[src/rtl/twd_pkg.sv]
package twd_pkg;
  localparam int NREG    = 6;
  localparam int CFG_W   = 6;
  localparam int LK_CFG  = 0;
  localparam int LK_PSC  = 1;
  localparam int LK_T0   = 2;
  localparam int LK_WCNT = 3;
  localparam int SEL_BIT = 4;
  localparam int SME_BIT = 5;

  typedef enum int {
    RI_CFG = 0, RI_PSC = 1, RI_T0 = 2, RI_T0CS = 3, RI_WCNT = 4, RI_WMATCH = 5
  } reg_idx_e;

  function automatic int lock_bit_of(int idx);
    case (idx)
      RI_CFG:           return LK_CFG;
      RI_PSC:           return LK_PSC;
      RI_T0, RI_T0CS:   return LK_T0;
      RI_WCNT:          return LK_WCNT;
      default:          return -1;
    endcase
  endfunction
endpackage

[src/rtl/twd_addr_decode.sv]
module twd_addr_decode #(
  parameter int ADDR_W = 8,
  parameter int BASE   = 32,
  parameter int NREG   = 6
) (
  input  logic [ADDR_W-1:0] addr,
  output logic [NREG-1:0]   hit
);
  for (genvar i = 0; i < NREG; i++) begin : g_hit
    localparam logic [ADDR_W-1:0] OFS = ADDR_W'(BASE + 2 * i);
    assign hit[i] = (addr == OFS);
  end
endmodule

[src/rtl/twd_cfg_reg.sv]
module twd_cfg_reg
  import twd_pkg::*;
(
  input  logic             clk,
  input  logic             rst_n,
  input  logic             we,
  input  logic [CFG_W-1:0] wdata,
  output logic [CFG_W-1:0] cfg_q
);
  localparam int NLK = 4;
  logic self_lock;
  logic [CFG_W-1:0] cfg_d;

  assign self_lock = cfg_q[LK_CFG];

  always_comb begin
    cfg_d = cfg_q;
    if (we && !self_lock) begin
      cfg_d[NLK-1:0] = cfg_q[NLK-1:0] | wdata[NLK-1:0];
      cfg_d[SEL_BIT] = wdata[SEL_BIT];
      cfg_d[SME_BIT] = wdata[SME_BIT];
    end
  end

  always_ff @(posedge clk) begin
    if (!rst_n) cfg_q <= '0;
    else        cfg_q <= cfg_d;
  end

  // lock bits never fall while out of reset
  p_lock_sticky_r3: assert property (@(posedge clk) disable iff (!rst_n)
    1'b1 |=> ((cfg_q[NLK-1:0] & $past(cfg_q[NLK-1:0])) == $past(cfg_q[NLK-1:0])));
  // self-locked configuration stays frozen
  p_self_lock_r7: assert property (@(posedge clk) disable iff (!rst_n)
    self_lock |=> $stable(cfg_q));
endmodule

[src/rtl/twd_store_reg.sv]
module twd_store_reg #(
  parameter int W = 16
) (
  input  logic         clk,
  input  logic         rst_n,
  input  logic         we,
  input  logic         locked,
  input  logic [W-1:0] wdata,
  output logic [W-1:0] q
);
  always_ff @(posedge clk) begin
    if (!rst_n)              q <= '0;
    else if (we && !locked)  q <= wdata;
  end

  // a locked register keeps its content
  p_locked_hold_r4: assert property (@(posedge clk) disable iff (!rst_n)
    locked |=> $stable(q));
endmodule

[src/rtl/twd_read_mux.sv]
module twd_read_mux #(
  parameter int              NREG    = 6,
  parameter int              DATA_W  = 16,
  parameter logic [DATA_W-1:0] PATTERN = 16'hA5A5
) (
  input  logic                   clk,
  input  logic                   rst_n,
  input  logic                   rd_en,
  input  logic [NREG-1:0]        hit,
  input  logic [NREG-1:0]        locked,
  input  logic [NREG*DATA_W-1:0] regs_flat,
  output logic [DATA_W-1:0]      rd_data
);
  logic [DATA_W-1:0] lane [NREG];
  logic [DATA_W-1:0] sel_d;
  logic              sel_locked;

  for (genvar i = 0; i < NREG; i++) begin : g_lane
    assign lane[i] = !hit[i] ? '0 :
                     (locked[i] ? PATTERN : regs_flat[i*DATA_W +: DATA_W]);
  end

  always_comb begin
    sel_d = '0;
    for (int i = 0; i < NREG; i++) sel_d = sel_d | lane[i];
  end

  assign sel_locked = |(hit & locked);

  always_ff @(posedge clk) begin
    if (!rst_n)     rd_data <= '0;
    else if (rd_en) rd_data <= sel_d;
  end

  // locked reads return the filler pattern
  p_locked_read_r5: assert property (@(posedge clk) disable iff (!rst_n)
    (rd_en && sel_locked) |=> (rd_data == PATTERN));
  // read data holds when idle
  p_rd_hold_r10: assert property (@(posedge clk) disable iff (!rst_n)
    !rd_en |=> $stable(rd_data));
endmodule

[src/rtl/twd_lockbank.sv]
module twd_lockbank
  import twd_pkg::*;
#(
  parameter int ADDR_W = 8,
  parameter int DATA_W = 16,
  parameter int BASE   = 32,
  parameter logic [DATA_W-1:0] PATTERN = 16'hA5A5
) (
  input  logic              clk,
  input  logic              rst_n,
  input  logic [ADDR_W-1:0] bus_addr,
  input  logic              wr_en,
  input  logic [DATA_W-1:0] wr_data,
  input  logic              rd_en,
  output logic [DATA_W-1:0] rd_data,
  output logic              wdog_clk_sel,
  output logic              svc_match_en
);
  logic [NREG-1:0]        hit;
  logic [NREG-1:0]        locked;
  logic [CFG_W-1:0]       cfg_q;
  logic [NREG*DATA_W-1:0] regs_flat;

  twd_addr_decode #(.ADDR_W(ADDR_W), .BASE(BASE), .NREG(NREG)) u_dec (
    .addr(bus_addr), .hit(hit)
  );

  twd_cfg_reg u_cfg (
    .clk(clk), .rst_n(rst_n), .we(wr_en && hit[RI_CFG]),
    .wdata(wr_data[CFG_W-1:0]), .cfg_q(cfg_q)
  );

  assign regs_flat[RI_CFG*DATA_W +: DATA_W] = DATA_W'(cfg_q);

  for (genvar i = 0; i < NREG; i++) begin : g_lock
    localparam int LB = lock_bit_of(i);
    if (LB < 0) begin : g_open
      assign locked[i] = 1'b0;
    end else begin : g_gated
      assign locked[i] = cfg_q[LB];
    end
  end

  for (genvar i = 1; i < NREG; i++) begin : g_store
    twd_store_reg #(.W(DATA_W)) u_reg (
      .clk(clk), .rst_n(rst_n), .we(wr_en && hit[i]), .locked(locked[i]),
      .wdata(wr_data), .q(regs_flat[i*DATA_W +: DATA_W])
    );
  end

  twd_read_mux #(.NREG(NREG), .DATA_W(DATA_W), .PATTERN(PATTERN)) u_rd (
    .clk(clk), .rst_n(rst_n), .rd_en(rd_en), .hit(hit), .locked(locked),
    .regs_flat(regs_flat), .rd_data(rd_data)
  );

  assign wdog_clk_sel = cfg_q[SEL_BIT];
  assign svc_match_en = cfg_q[SME_BIT];

  // writes outside the map change nothing
  p_undecoded_wr_r2: assert property (@(posedge clk) disable iff (!rst_n)
    (wr_en && hit == '0) |=> $stable(regs_flat));
  // match register always accepts writes
  p_match_open_r11: assert property (@(posedge clk) disable iff (!rst_n)
    (wr_en && hit[RI_WMATCH]) |=> (regs_flat[RI_WMATCH*DATA_W +: DATA_W] == $past(wr_data)));
  // clock select follows an accepted configuration write
  p_clk_sel_r9: assert property (@(posedge clk) disable iff (!rst_n)
    (wr_en && hit[RI_CFG] && !cfg_q[LK_CFG]) |=> (wdog_clk_sel == $past(wr_data[SEL_BIT])));
  // configuration reserved bits read back as zero
  p_reserved_zero_r8: assert property (@(posedge clk) disable iff (!rst_n)
    (rd_en && hit[RI_CFG] && !cfg_q[LK_CFG]) |=> (rd_data[DATA_W-1:CFG_W] == '0));
endmodule

[config.mk]
export PLATFORM = sky130hd
export DESIGN_NAME = twd_lockbank
export DESIGN_NICKNAME = d
export VERILOG_FILES = /design/src/rtl/twd_pkg.sv /design/src/rtl/twd_addr_decode.sv /design/src/rtl/twd_cfg_reg.sv /design/src/rtl/twd_store_reg.sv /design/src/rtl/twd_read_mux.sv /design/src/rtl/twd_lockbank.sv
export SDC_FILE = /design/constraint.sdc
export NUM_CORES = 1
export LEC_CHECK = 0
export ABC_CLOCK_PERIOD_IN_PS = 2400
export BUFFER_PORTS_ARGS = -buffer_cell sky130_fd_sc_hd__buf_2
export CAP_MARGIN = 20
export CORE_ASPECT_RATIO = 1.1
export CORE_MARGIN = 3
export CORE_UTILIZATION = 31
export CTS_CLUSTER_SIZE = 10
export DETAILED_ROUTE_END_ITERATION = 10
export PLACE_DENSITY = 0.46
export SYNTH_ARGS = -nofsm -noshare
export SYNTH_HDL_FRONTEND = slang
export SYNTH_SLANG_ARGS = --single-unit
[constraint.sdc]
create_clock -name clk -period 2.4 [get_ports clk]
set_clock_uncertainty 0.15 [all_clocks]
set_input_delay 0.24 -clock clk [delete_from_list [all_inputs] [get_ports clk]]
set_output_delay 0.24 -clock clk [all_outputs]
set_load 0.05 [all_outputs]
* Word level (Yosys, flattened, before mapping)
Index checks and enable logic that the tools add are counted.
** Word-level totals
- Flip-flop bits (word level) :: 102
- Latch bits :: 0
- Memory bits (writable) :: 0
- Memory bits (read-only) :: 0
- Bits of input ports :: 28
- Output and inout bits :: 18
- Word-level logic and storage cells :: 45
- Memories kept :: 0
** Cells by class
- $add $sub $neg :: 0
- Multipliers :: 0
- Div/mod/pow operators :: 0
- Magnitude comparators :: 0
- Eq/ne operators :: 6
- Shift-type cells :: 0
- Muxes and demuxes :: 11
- Bitwise gates (word level) :: 6
- Reductions and logical operators :: 15
** Operators by type and width (number)
- two-way mux 16 bit :: 11
- OR 16 bit :: 5
- equality test 8 x 6 -> 1 bit, second input constant :: 6
- logical AND 1 bit :: 11
- logical NOT 1 bit :: 4
- OR 4 bit :: 1

* Logic depth before layout (Yosys ltp)
- Depth after elaboration :: 7
- Depth in mapped cells :: 8
- Gate-level depth less buffers :: 4

* Hierarchy
Synthesis repeated with hierarchy kept, for this count alone.
** Unflattened totals
- Cells, all modules :: 546
- Area, all modules :: 4877.2 µm²
** Modules (own cells, without submodules)
- twd_store_reg :: times used 5, cells an instance 70, area an instance 660.6 µm², sequential area each 320.3 µm²
- twd_read_mux :: times used 1, cells an instance 152, area an instance 1229.9 µm², sequential area each 320.3 µm²
- twd_cfg_reg :: times used 1, cells an instance 25, area an instance 229.0 µm², sequential area each 120.1 µm²
- twd_addr_decode :: times used 1, cells an instance 12, area an instance 73.8 µm², sequential area each 0.0 µm²
- twd_lockbank :: times used 1, cells an instance 7, area an instance 41.3 µm², sequential area each 0.0 µm²

* Worst setup path after synthesis
Ideal clock, no wire load.
- Path kind :: register -> register
- Start :: register u_cfg.cfg_q[2]
- End :: register g_store[2].u_reg.q[10]
- Library setup time :: 116 ps
- Arrival time :: 1423 ps
- Required time :: 2134 ps
- Slack :: 711 ps
- Cell stages (with the launch flop) :: 7
- Buffers on the path :: 2
- Clock period less this slack :: 1689 ps
- Path through :: dfxtp_1 buf_4 nor4b_4 nand4_4 buf_6 mux2i_1 nor2b_1
** Between the ends
- Word-level cells in the longest chain between the ends :: 2
** Ends and longest elaborated chain
- start, declared :: line twd_cfg_reg.sv:8 : output logic [CFG_W-1:0] cfg_q
- start signal, assigned :: line twd_cfg_reg.sv:27 : else cfg_q <= cfg_d;
- logical NOT 1 bit :: line twd_store_reg.sv:13 : else if (we && !locked) q <= wdata;
- logical AND 1 bit :: line twd_store_reg.sv:13
- end signal, assigned :: line twd_store_reg.sv:13
- end, declared :: line twd_store_reg.sv:9 : output logic [W-1:0] q
Every way passes these cells.
A chain may end at the register's enable or synchronous reset.

* Final worst setup path
- Start :: register u_cfg.cfg_q[1]
- End :: register g_store[1].u_reg.q[6]
** Between the ends
- Word-level cells in the longest chain between the ends :: 2
** Ends and longest elaborated chain (line)
- logical NOT 1 bit :: twd_store_reg.sv:13
- logical AND 1 bit :: twd_store_reg.sv:13
- end signal, assigned :: twd_store_reg.sv:13
- end, declared :: twd_store_reg.sv:9
Every way passes these cells.

==> results by group <==
Floorplanning
  • Die footprint: 0.0168 mm²
  • Row cnt: 46
  • Initial core utilization: 32.3%
  • DIE WIDTH: 124 µm
  • Core region area: 0.0147 mm²
  • Die Height: 136 µm
  • I/O Pins: 46

GRT
  • Gr usage total: 17.9%
  • Largest net degree at the start of global routing: 59
  • Initial antenna violation count: 0
  • First-pass GRT wire length: 22,600 µm
  • Gr ovfl total: 0
  • Vias in the first global route: just under 4,000

Clock tree
  • Hold_buf cts: 0
  • Clock latency at the later pin of the worst-skew pair: 0.35 ns
  • Max Root-Sink Buffers: 2
  • H-tree depth: 3
  • CTS tree: built
  • Post-CTS sizing: 0
  • Clk slew on worst S/H paths: 0.07 ns
  • Setup Buffers After CTS: 0
  • Clock sinks: 102
  • CTS buffer count: 9
  • Clk root buf: clkbuf_16

Place
  • Routability cong.: 0.798
  • Hpwl dp: 10,100 µm
  • Buffers on Ports: 45
  • Post-DP Area: 0.00519 mm²

Pwr
  • Switching share of total power: 24.4%
  • Logic pwr share: slightly below 8%
  • P_int: 2.63 mW
  • Register share of total power: 49.1%
  • Sw power: 0.847 mW
  • Peak supply drop: around 0.00032 V
  • Clock Power Share: 43.2%
  • Power density over the cells: 633 mW/mm²
  • Leak: 2.16 nW

Drt
  • Drt total wl: 14,600 µm
  • Initial DRC count: a little over 300
  • Drt drc: 0
  • Wirelength per Cell: 19.0 µm
  • DRT Pass-1 Iters: 5
  • Antenna-violating nets left: 0
  • Routed vias: 4,017
  • Vias/cell: 5.23

Worst setup path
  • Worst path required time: 2.49 ns
  • Critical path class: flip-flop to flip-flop
  • FF-to-FF Start: u_cfg.cfg_q[1]
  • CP Launch Type: flip-flop
  • FF-to-FF setup slack: roughly 0.58 ns
  • Crit path to: g_store[1].u_reg.q[6]
  • CP arrival: between 1.5 and 2 ns
  • R2R depth: 6
  • Crit path max fanout: 13
  • Crit end category: flip-flop
  • Reg2reg end: g_store[1].u_reg.q[6]
  • Crit path launch: u_cfg.cfg_q[1]

Timing
  • Slew HR: between 60% and 70%
  • Final Setup Violations: 0
  • Tmin final: ~1.8 ns
  • Least-Margin Pin Slew: 0.585 ns
  • RSZ-0062 raised after global routing: no
  • Slew Viols, Final: 0
  • Hold Fails Final Rpt: 0
  • Final setup TNS: 0 ns
  • Tcrit/Tclk final: 75.7%
  • Max Freq: 551 MHz

Synthesis
  • Yosys warns: 0
  • Mapped Area: roughly 0.0047 mm²
  • Net Count, Synth: 557
  • Syn Inst Count: approximately 530
  • Unique masters post-synth: 49
  • Seq cells post-synth: 102
  • Synthesized area per cell: 8.95 µm²
  • Sequential-to-total area share from yosys stat: 43.1%

Status
  • Outcome: finished, final reports clean

Layout
  • Share of cells above drive strength 1: 18.1%
  • # fillers: roughly 1,500
  • Post-Layout Inst Area: around 0.0055 mm²
  • Register area: between 0.002 and 0.0025 mm²
  • Layout area overhead: 16.0%
  • Area of the multi-input gates: between 0.002 and 0.0025 mm²
  • Nets@finish: about 600
  • Ant. Diodes: 0

Worst hold path
  • HP Class: primary input to flip-flop
  • WHS Path Cells: 3

Job
  • Maximum Capacitance Violations: 0
[Yosys cell counts, drive strengths merged]
| master | number | area (µm²) |
|---|---|---|
| a211oi | 6 | 45.0 |
| a21boi | 48 | 360 |
| a21o | 6 | 45.0 |
| a21oi | 11 | 55.1 |
| a221o | 2 | 20.0 |
| a221oi | 2 | 17.5 |
| a222oi | 3 | 30.0 |
| a22oi | 4 | 30.0 |
| a31oi | 8 | 50.1 |
| a32o | 5 | 50.1 |
| a32oi | 4 | 35.0 |
| a41oi | 1 | 16.3 |
| and2 | 2 | 12.5 |
| and3 | 2 | 12.5 |
| and3b | 1 | 8.76 |
| and4 | 4 | 35.0 |
| buf | 21 | 146 |
| clkbuf | 23 | 86.3 |
| dfxtp | 102 | 2040 |
| inv | 5 | 18.8 |
| mux2 | 2 | 22.5 |
| mux2i | 34 | 340 |
| nand2 | 97 | 364 |
| nand2b | 2 | 12.5 |
| nand3 | 3 | 15.0 |
| nand4 | 9 | 86.3 |
| nor2 | 22 | 90.1 |
| nor2b | 44 | 275 |
| nor3 | 11 | 55.1 |
| nor3b | 3 | 27.5 |
| nor4 | 1 | 6.26 |
| nor4b | 4 | 77.6 |
| o2111a | 1 | 11.3 |
| o211ai | 4 | 30.0 |
| o21ai | 18 | 90.1 |
| o21bai | 2 | 15.0 |
| o221ai | 5 | 43.8 |
| o22ai | 4 | 25.0 |
| o31ai | 1 | 7.51 |
| o32ai | 1 | 8.76 |
| or4b | 1 | 13.8 |
[cells in the final DEF, fill, tap and decap left out, types with 5 or more instances in the layout]
cell type / instances
a211oi_1: 6
a21boi_1: 48
a21o_1: 6
a21oi_1: 11
a31oi_1: 8
a32o_1: 5
buf_2: 45
buf_4: 30
clkbuf_16: 9
dfxtp_1: 102
mux2i_1: 34
nand2_1: 97
nand4_1: 7
nor2_1: 21
nor2b_1: 44
nor3_1: 11
o21ai_0: 11
o21ai_1: 7
o221ai_1: 5
[power groups by stage]
stage               Clock [mW]  Combinational [mW]  Sequential (mW)
floorplan                    0               0.134             1.77
global placement             0               0.266             1.75
detailed placement           0               0.266             1.75
CTS                       1.53               0.267             1.71
global route              1.60               0.286             1.71
finish                    1.50               0.266             1.71
[registers in the layout (all words and copies together) (netlist names)]
name / cells
u_cfg.cfg_q: 6
u_rd.rd_data: 16
g_store.u_reg.q: 80
[metal layers]
metal,share of wire (%),vias to the layer above,global-route usage (%)
met1,47,1960,24.3
met5,0,-,0
met4,2.1,0,6.89
met2,48,86,28.2
met3,3.8,17,2.88
li1,-,1954,-
[layout make-up]
class	count	share of cell area, %
clock buffer	11	4.42
clock inverter	5	1.05
tap	192	4.37
multi-input combinational	378	44.4
sequential	102	37.2
timing repair buffer	75	8.20
inverter	5	0.342
[critical path, stage by stage, from the launching register on]
cell	delay [ns]
dfxtp_1	0.32
buf_4	0.20
nor3_1	0.32
nand4_1	0.27
buf_4	0.30
nand2_1	0.09
a21boi_1	0.06
[cell families (layout without fill, tap and decap cells)]
kind of cell | count (synthesis) | in the layout | share of synthesized area, %
AO/OA/AOI/OAI | 136 | 136 | 20.8
buffers and inverters | 49 | 96 | 5.31
flip-flops | 102 | 102 | 43.1
multiplexers | 36 | 36 | 7.66
AND/OR/NAND/NOR | 206 | 206 | 23.1
[worst min path at each step]
stage / from / end / slack, ns
after floorplan: wr_data[0] / g_store[1].u_reg.q[0] / 0.23
after global placement: g_store[1].u_reg.q[9] / g_store[1].u_reg.q[9] / 0.29
after detailed placement: g_store[5].u_reg.q[6] / g_store[5].u_reg.q[6] / 0.30
after CTS: wr_data[14] / g_store[3].u_reg.q[14] / 0.01
after global routing: wr_data[14] / g_store[3].u_reg.q[14] / 0.02
final: wr_data[14] / g_store[3].u_reg.q[14] / 0.02
[metrics by stage]
step / setup WS [ns] / hold WS [ns] / utilization (%) / cells / total power, mW
after detailed placement: 0.476 / 0.296 / 35.4 / 752 / 2.01
after global placement: 0.506 / 0.287 / 35.4 / 752 / 2.01
after CTS: 0.581 / 0.0117 / 37.4 / 768 / 3.51
after floorplan: 0.711 / 0.229 / - / 529 / 1.91
after global routing: 0.505 / 0.0184 / 37.4 / 768 / 3.59
final: 0.584 / 0.0221 / 37.4 / 768 / 3.48
No activity file was read; power rests on OpenSTA's default activity.
